File: src/rtl/pcb_pkg.sv
package pcb_pkg;
  localparam int DATA_W  = 32;
  localparam int NUM_CNT = 6;
  localparam int NUM_EVT = 256;
  localparam int SEL_W   = $clog2(NUM_EVT);
  localparam int IDX_W   = 3;
  localparam int ADDR_W  = IDX_W + 2;

  // global control bits
  localparam int G_FA = 31;
  localparam int G_IE = 30;
  localparam int G_FC = 29;

  // local control A bits
  localparam int A_CE     = 31;
  localparam int A_FU     = 29;
  localparam int A_FS     = 28;
  localparam int A_FM     = 27;
  localparam int A_SEL_LO = 16;

  typedef enum logic [1:0] {
    RK_CNT  = 2'd0,
    RK_CTLA = 2'd1,
    RK_CTLB = 2'd2,
    RK_GLB  = 2'd3
  } reg_kind_e;
endpackage

File: src/rtl/pcb_counter.sv
module pcb_counter
  import pcb_pkg::*;
#(
  parameter int DW  = DATA_W,
  parameter int NEV = NUM_EVT,
  parameter int SW  = SEL_W
) (
  input  logic          clk_i,
  input  logic          rst_ni,
  input  logic          cnt_we_i,
  input  logic          a_we_i,
  input  logic          b_we_i,
  input  logic [DW-1:0] wdata_i,
  input  logic [NEV-1:0] event_i,
  input  logic          user_i,
  input  logic          mark_i,
  input  logic          gfreeze_i,
  output logic [DW-1:0] cnt_o,
  output logic [DW-1:0] ctla_o,
  output logic [DW-1:0] ctlb_o,
  output logic          ovf_en_o
);
  logic [DW-1:0] cnt_q, ctla_q, ctlb_q;
  logic [SW-1:0] sel;
  logic          local_frz, hit, inc;

  assign sel       = ctla_q[A_SEL_LO +: SW];
  assign local_frz = (ctla_q[A_FU] & user_i) | (ctla_q[A_FS] & ~user_i) |
                     (ctla_q[A_FM] & mark_i);
  assign hit       = (sel != '0) & event_i[sel];
  assign inc       = hit & ~local_frz & ~gfreeze_i;

  always_ff @(posedge clk_i or negedge rst_ni) begin
    if (!rst_ni) begin
      cnt_q  <= '0;
      ctla_q <= '0;
      ctlb_q <= '0;
    end else begin
      if (cnt_we_i)  cnt_q <= wdata_i;  // write wins over increment
      else if (inc)  cnt_q <= cnt_q + DW'(1);
      if (a_we_i)    ctla_q <= wdata_i;
      if (b_we_i)    ctlb_q <= wdata_i;
    end
  end

  assign cnt_o    = cnt_q;
  assign ctla_o   = ctla_q;
  assign ctlb_o   = ctlb_q;
  assign ovf_en_o = ctla_q[A_CE] & cnt_q[DW-1];

  p_step_r3: assert property (@(posedge clk_i) disable iff (!rst_ni)
    !cnt_we_i |=> (cnt_q == $past(cnt_q)) || (cnt_q == $past(cnt_q) + DW'(1)));
  p_sel0_r3: assert property (@(posedge clk_i) disable iff (!rst_ni)
    (ctla_q[A_SEL_LO +: SW] == '0) && !cnt_we_i |=> $stable(cnt_q));
  p_gfrz_r4: assert property (@(posedge clk_i) disable iff (!rst_ni)
    gfreeze_i && !cnt_we_i |=> $stable(cnt_q));
  p_user_frz_r5: assert property (@(posedge clk_i) disable iff (!rst_ni)
    ctla_q[A_FU] && user_i && !cnt_we_i |=> $stable(cnt_q));
  p_sup_frz_r5: assert property (@(posedge clk_i) disable iff (!rst_ni)
    ctla_q[A_FS] && !user_i && !cnt_we_i |=> $stable(cnt_q));
  p_mark_frz_r6: assert property (@(posedge clk_i) disable iff (!rst_ni)
    ctla_q[A_FM] && mark_i && !cnt_we_i |=> $stable(cnt_q));
  p_wr_prio_r9: assert property (@(posedge clk_i) disable iff (!rst_ni)
    cnt_we_i |=> cnt_q == $past(wdata_i));
endmodule

File: src/rtl/pcb_global.sv
module pcb_global
  import pcb_pkg::*;
#(
  parameter int NC = NUM_CNT
) (
  input  logic          clk_i,
  input  logic          rst_ni,
  input  logic          we_i,
  input  logic [2:0]    wctl_i,   // {freeze_all, irq_en, freeze_on_cond}
  input  logic [NC-1:0] ovf_vec_i,
  output logic [2:0]    gctl_o,
  output logic          freeze_o,
  output logic          irq_o
);
  logic fa_q, ie_q, fc_q, any_ovf;

  assign any_ovf = |ovf_vec_i;

  always_ff @(posedge clk_i or negedge rst_ni) begin
    if (!rst_ni) begin
      fa_q <= 1'b1;
      ie_q <= 1'b0;
      fc_q <= 1'b0;
    end else if (we_i) begin
      {fa_q, ie_q, fc_q} <= wctl_i;
    end else if (fc_q && any_ovf) begin
      fa_q <= 1'b1;  // latch the condition freeze
    end
  end

  // condition freeze acts in the same cycle, before the latch lands
  assign freeze_o = fa_q | (fc_q & any_ovf);
  assign irq_o    = ie_q & any_ovf;
  assign gctl_o   = {fa_q, ie_q, fc_q};

  p_fc_latch_r8: assert property (@(posedge clk_i) disable iff (!rst_ni)
    fc_q && any_ovf && !we_i |=> fa_q);
  p_fa_only_r10: assert property (@(posedge clk_i) disable iff (!rst_ni)
    we_i && (wctl_i == 3'b100) |=> fa_q && !ie_q && !fc_q);
  p_irq_off_r7: assert property (@(posedge clk_i) disable iff (!rst_ni)
    we_i && !wctl_i[1] |=> !irq_o);
endmodule

File: src/rtl/perf_counter_bank.sv
module perf_counter_bank
  import pcb_pkg::*;
#(
  parameter int DW  = DATA_W,
  parameter int NC  = NUM_CNT,
  parameter int NEV = NUM_EVT,
  parameter int IW  = IDX_W
) (
  input  logic          clk_i,
  input  logic          rst_ni,
  input  logic          we_i,
  input  logic [IW+1:0] addr_i,
  input  logic [DW-1:0] wdata_i,
  output logic [DW-1:0] rdata_o,
  input  logic [NEV-1:0] event_i,
  input  logic          user_i,
  input  logic          mark_i,
  output logic          irq_o
);
  localparam int SW = $clog2(NEV);

  reg_kind_e     kind;
  logic [IW-1:0] idx;
  logic          idx_ok;
  logic [DW-1:0] cnt_arr  [NC];
  logic [DW-1:0] ctla_arr [NC];
  logic [DW-1:0] ctlb_arr [NC];
  logic [NC-1:0] ovf_vec;
  logic [2:0]    gctl;
  logic          gfreeze;

  assign kind   = reg_kind_e'(addr_i[IW+1:IW]);
  assign idx    = addr_i[IW-1:0];
  assign idx_ok = int'(idx) < NC;

  pcb_global #(.NC(NC)) u_global (
    .clk_i     (clk_i),
    .rst_ni    (rst_ni),
    .we_i      (we_i && kind == RK_GLB),
    .wctl_i    (wdata_i[DW-1 -: 3]),
    .ovf_vec_i (ovf_vec),
    .gctl_o    (gctl),
    .freeze_o  (gfreeze),
    .irq_o     (irq_o)
  );

  for (genvar i = 0; i < NC; i++) begin : g_cnt
    logic sel_me;
    assign sel_me = we_i && (int'(idx) == i);
    pcb_counter #(.DW(DW), .NEV(NEV), .SW(SW)) u_cnt (
      .clk_i     (clk_i),
      .rst_ni    (rst_ni),
      .cnt_we_i  (sel_me && kind == RK_CNT),
      .a_we_i    (sel_me && kind == RK_CTLA),
      .b_we_i    (sel_me && kind == RK_CTLB),
      .wdata_i   (wdata_i),
      .event_i   (event_i),
      .user_i    (user_i),
      .mark_i    (mark_i),
      .gfreeze_i (gfreeze),
      .cnt_o     (cnt_arr[i]),
      .ctla_o    (ctla_arr[i]),
      .ctlb_o    (ctlb_arr[i]),
      .ovf_en_o  (ovf_vec[i])
    );
  end

  always_comb begin
    rdata_o = '0;
    unique case (kind)
      RK_GLB:  rdata_o[DW-1 -: 3] = gctl;
      RK_CNT:  if (idx_ok) rdata_o = cnt_arr[idx];
      RK_CTLA: if (idx_ok) rdata_o = ctla_arr[idx];
      RK_CTLB: if (idx_ok) rdata_o = ctlb_arr[idx];
      default: rdata_o = '0;
    endcase
  end

  p_rd_hole_r2: assert property (@(posedge clk_i) disable iff (!rst_ni)
    (kind != RK_GLB) && !idx_ok |-> rdata_o == '0);
  p_irq_src_r7: assert property (@(posedge clk_i) disable iff (!rst_ni)
    irq_o |-> gctl[1] && (ovf_vec != '0));
  p_frozen_all_r8: assert property (@(posedge clk_i) disable iff (!rst_ni)
    gctl[0] && (ovf_vec != '0) && !we_i |=> gctl[2]);
endmodule

File: config.mk
export PLATFORM = sky130hd
export DESIGN_NAME = perf_counter_bank
export DESIGN_NICKNAME = d
export VERILOG_FILES = /design/src/rtl/pcb_pkg.sv /design/src/rtl/pcb_counter.sv /design/src/rtl/pcb_global.sv /design/src/rtl/perf_counter_bank.sv
export SDC_FILE = /design/constraint.sdc
export NUM_CORES = 2
export LEC_CHECK = 0
export BUFFER_PORTS_ARGS = -buffer_cell sky130_fd_sc_hd__buf_2
export CAP_MARGIN = 20
export CORE_MARGIN = 2
export CORE_UTILIZATION = 62
export DETAILED_ROUTE_END_ITERATION = 10
export MAX_ROUTING_LAYER = met4
export PLACE_DENSITY = 0.91
export SYNTH_ARGS = -nofsm -noshare
export SYNTH_HDL_FRONTEND = slang
export SYNTH_HIERARCHICAL = 1
export SYNTH_SLANG_ARGS = --single-unit
File: constraint.sdc
create_clock -name clk_i -period 4.72 [get_ports clk_i]
set_clock_uncertainty 0.15 [all_clocks]
set_input_delay 0.944 -clock clk_i [delete_from_list [all_inputs] [get_ports clk_i]]
set_output_delay 0.944 -clock clk_i [all_outputs]
set_load 0.02 [all_outputs]
Word-level counts from Yosys, hierarchy flattened
Index checks and enable logic that the tools add are counted.
- flip-flop bits (word level): 579
- eq/ne operators: 8
- bitwise operators: 66
- $lt $le $gt $ge: 8
- multiplexer cells: 40
- reductions and logical operators: 42
- add/sub/neg operators: 6
- operator list (cell ; number):
    $mux W32 ; 21
    $bmux W32 S3 ; 3
    $add A32 B1 Y32 const B ; 6
    $pmux W29 S3 ; 1
    $lt A8 B9 Y1 const B ; 6
    $bmux W1 S8 ; 6
    $reduce_bool A8 Y1 ; 6
    $and A1 B1 Y1 ; 44
    $logic_and A1 B1 Y1 ; 26
    $reduce_bool A2 Y1 ; 7
    $or A1 B1 Y1 ; 13
    $eq A3 B3 Y1 const B ; 4
    $pmux W3 S4 ; 1
    $mux W1 ; 8
    $not A1 Y1 ; 8
    $reduce_or A6 Y1 ; 1
    $eq A2 B2 Y1 const B ; 2
    $ge A4 B4 Y1 const B ; 1
    $not A3 Y4 ; 1
    $eq A3 B2 Y1 const B ; 1
    $logic_not A3 Y1 ; 1
    $lt A3 B3 Y1 const B ; 1
    $eq A2 B1 Y1 const B ; 1
    $logic_not A2 Y1 ; 1

Logic depth before layout (Yosys ltp)
- depth after elaboration: 9
- gate-level depth with buffers: 14
- mapped depth without buffers: 9

Modules after synthesis
The synthesis kept the hierarchy.
- modules (own cells, without submodules) (module ; seq. area each (sq um) ; cells each ; instances ; area each (sq um)):
    pcb_counter ; 2402.3 ; 553 ; 6 ; 6661.4
    perf_counter_bank ; 0.0 ; 679 ; 1 ; 5321.4
    pcb_global ; 76.3 ; 15 ; 1 ; 183.9

Least setup slack after synthesis
No wires, ideal clock.
- kind: input port to output port
- start point: in addr_i[1]
- end point: out rdata_o[20]
- required time: 3626 ps
- arrival time: 2563 ps
- stages: 7
- path slack: 1063 ps
- cells stage by stage: buf_4 buf_4 nand2b_2 buf_4 a2bb2oi_1 nor2_1 o311ai_0
- word-level cells in the longest chain between the ends: 6
- elaborated cells between the ends (all ways): 15
- those cells by class: 1 x order compare; 13 x mux; 1 x bitwise
- ends and longest elaborated chain (item ; line ; RTL):
    start, declared ; perf_counter_bank.sv:12 ; input logic [IW+1:0] addr_i,
    $not A3 Y4 (not written as such) ; perf_counter_bank.sv:72, perf_counter_bank.sv:73, perf_counter_bank.sv:74 ;
    $bmux W32 S3, on equally long branches ; perf_counter_bank.sv:74, perf_counter_bank.sv:72, perf_counter_bank.sv:73 ;
    $mux W32, on equally long branches (3 in series) ; perf_counter_bank.sv:74, perf_counter_bank.sv:72, perf_counter_bank.sv:73 ;
    $pmux W29 S3 * ; perf_counter_bank.sv:70 ; unique case (kind)
    end, declared ; perf_counter_bank.sv:14 ; output logic [DW-1:0] rdata_o,
Mark *: on every way between the ends. The rest lies on a longest branch, timed or not. The select of a mux whose other input is x is not followed.

Worst setup path in the final report
- start point: in addr_i[1]
- end point: out rdata_o[23]
The elaborated chain is that of the path after synthesis.

==> flow_summary.toml <==
[yosys]
synth_ff_type = "dfrtp_1"
syn_area_um2 = 45500
ys_top_cells_by_count = "dfrtp_1, mux2_2, nand2_1, mux2i_1, mux4_2"
synthCells = 4012
synth.area.top_cells = "dfrtp_1, mux4_2, mux2_2"
synth_area_leader_cell = "dfrtp_1"
yosysSeqAreaShare_pct = 31.9
syn_nets = 4316
synth_edf_count = 0
yosys_warnings = 6
syn_area_per_cell_um2 = 11.3
ys_types = 84
synth-async-reset-ratio_pct = 100
synth_top_area_share_pct = 31.8
yosysMostFrequentCell = "dfrtp_1"
ys_ff_latch = 579

[worst_setup_path]
rr_worst_depth = 10
critPathLaunchType = "input port"
crit_path_end_kind = "output port"
critPathKind = "input port to output port"
cp_max_fo = 41
regToRegEndpoint = "g_cnt[3].u_cnt/cnt_o[31]"
rrSetupSlack_ns = 0.34
cp.required_ns = 3.63
cp.arrival_ns = 3.67
r2r_start = "g_cnt[3].u_cnt/ctla_o[17]"
startpoint = "addr_i[1]"

[sta]
min_period_over_period_pct = 101
hold_violations = 0
rsz0062_at_grt = "false"
slew_violations = 0
timing.final.ws_setup_ns = -0.0441
max_slew_margin_pct = 25.3
worstMarginPinSlew_ns = 1.11
period_minus_slack_ns = 4.76
finalSetupViolCount = 1
max_freq_mhz = 210
tns_ns = -0.0441

[global_routing]
use_met3_pct = 17.4
grt-busiest-layer = "met2"
grt_start_max_net_pins = 110
gr-usage-met2_pct = 73.6
track_usage_pct = 51.5
use_met1_pct = 60.3
antenna_found_initial = 34
grt_pass1_vias = 40900
grt_pass1_wl_um = 276000
grt_overflow = 0

[hold_path]
hold_path_class = "input port to asynchronous set/reset pin"

[clock_network]
cts_max_level = 2
cts_setup_buffers = 0
cts_root_buf = "clkbuf_16"
clk_pin_slew_worst_paths_ns = 0.06
clockBufferDepth = 3
cts_hold_buf = 0
cts_tree = "yes"
cts.sinks = 579
cts_resized = 0
cts_inserted_buffers = 59
clkLatencyLatePin_ns = 0.69

[floorplan]
dieArea_um2 = 75500
rows = 99
die_w_um = 275
coreArea_um2 = 72800
die_h_um = 275
initial_core_util_pct = 62.4
num_io_pins = 331

[place]
dpl_worst_slack_ns = 0.170
gp_congestion = 1.10
port_buffers = 330
dp_cells = 5136
hpwl_um = 132000

[drt]
wl_um = 190000
drt_iter0_markers = 7199
drcViolationCount = 0
first_pass_iters = 7
wire_per_inst_um = 36.0
dr_total_vias = 42100
ant_nets = 0
vias_per_cell = 7.97

[power]
p_leak_nw = 19.8
p_per_area_nw_per_um2 = 438
vdd_drop_max_v = 0.000500

[flow_run]
maxCapViolations = 0

[cells_and_area]
areaGrowthSynthToFinish_pct = 10.4
finalNonFillerCells = 5287
layout-drive-gt1-share_pct = 33.6
final.fill_count = 4963
nets = 4542

[outcome]
violations = "negative setup slack"
outcome = "finished, violations left"
## sequential cells by signal, summed over array words and instances, names as in the netlist
signal and flops:
u_global/ie_q 1, u_global/fc_q 1, g_cnt.u_cnt/ctla_o 192, g_cnt.u_cnt/cnt_o 192
u_global/fa_q 1, g_cnt.u_cnt/ctlb_o 192
## worst max path at each step
stage	cells past startpoint	slack, ns	endpoint
final	7	-0.04	rdata_o[23]
after global routing	7	0.04	rdata_o[23]
after CTS	7	0.16	rdata_o[23]
after detailed placement	7	0.17	rdata_o[23]
after global placement	7	0.20	rdata_o[23]
after floorplan	7	1.06	rdata_o[20]
## placed cells by master (no fill, tap or decap), types with 40 or more instances in the layout
| cell type | instances |
|---|---|
| nor3_1 | 111 |
| mux4_2 | 247 |
| o211ai_1 | 40 |
| inv_1 | 43 |
| mux2_2 | 416 |
| or3_1 | 45 |
| nand2_1 | 311 |
| xnor2_1 | 120 |
| nor2b_1 | 51 |
| buf_4 | 154 |
| o221ai_1 | 76 |
| nor2_1 | 145 |
| dfrtp_1 | 566 |
| clkbuf_16 | 59 |
| o22ai_1 | 44 |
| mux2i_1 | 258 |
| nand3_1 | 96 |
| nand4_1 | 47 |
| mux4_1 | 120 |
| o21ai_0 | 231 |
| buf_2 | 327 |
| a31oi_1 | 54 |
| diode_2 | 42 |
| and3_1 | 59 |
## worst max-delay path, stage by stage
cell	delay, ns
buf_6	0.38
buf_4	0.45
mux2_2	0.39
o221a_2	0.26
o221ai_1	0.50
nand4_1	0.41
buf_2	0.29
## through the flow
step	hold slack, ns	cell area, µm²	utilization, %	power (mW)
2_1_floorplan	0.325	45500	-	13.0
3_3_place_gp	0.333	47900	65.8	15.8
3_5_place_dp	0.342	47900	65.8	16.1
4_1_cts	0.254	50100	68.8	21.4
5_1_grt	0.290	50200	68.9	22.4
6_report	0.224	50200	68.9	22.0
## routing by layer
metal,part of all wire [%],up-vias
li1,-,16200
met1,33,20200
met2,42,4298
met3,15,1361
met4,10,0
met5,0,-
## cell type report
| class | count | area, µm² | area share, % |
|---|---|---|---|
| diodes | 42 | 105 | 0.209 |
| multi-input cells | 3018 | 28500 | 56.8 |
| repair buffers | 516 | 3470 | 6.92 |
| well taps | 959 | 1200 | 2.39 |
| clock inverters | 30 | 470 | 0.937 |
| flip-flops and latches | 579 | 14500 | 28.9 |
| inverters | 64 | 243 | 0.484 |
| clock buffers | 79 | 1680 | 3.35 |
## cell families after synthesis
kind of cell	Yosys count	share of synthesized area (%)
AO/OA/AOI/OAI	777	12.4
AND/OR/NAND/NOR	1068	12.0
adder cells (fa/ha/maj)	6	0.165
buffers and inverters	415	5.99
XOR/XNOR	126	2.43
flip-flops	579	31.9
multiplexers	1041	35.1
## power breakdown
part / switching (mW) / leakage [nW] / internal (mW)
clock: 2.23 / 1.05 / 3.06
combinational: 4.89 / 11.8 / 3.97
sequential: 1.68 / 7.00 / 6.13
total: 8.80 / 19.8 / 13.2
(Power assumes the default switching activity.)
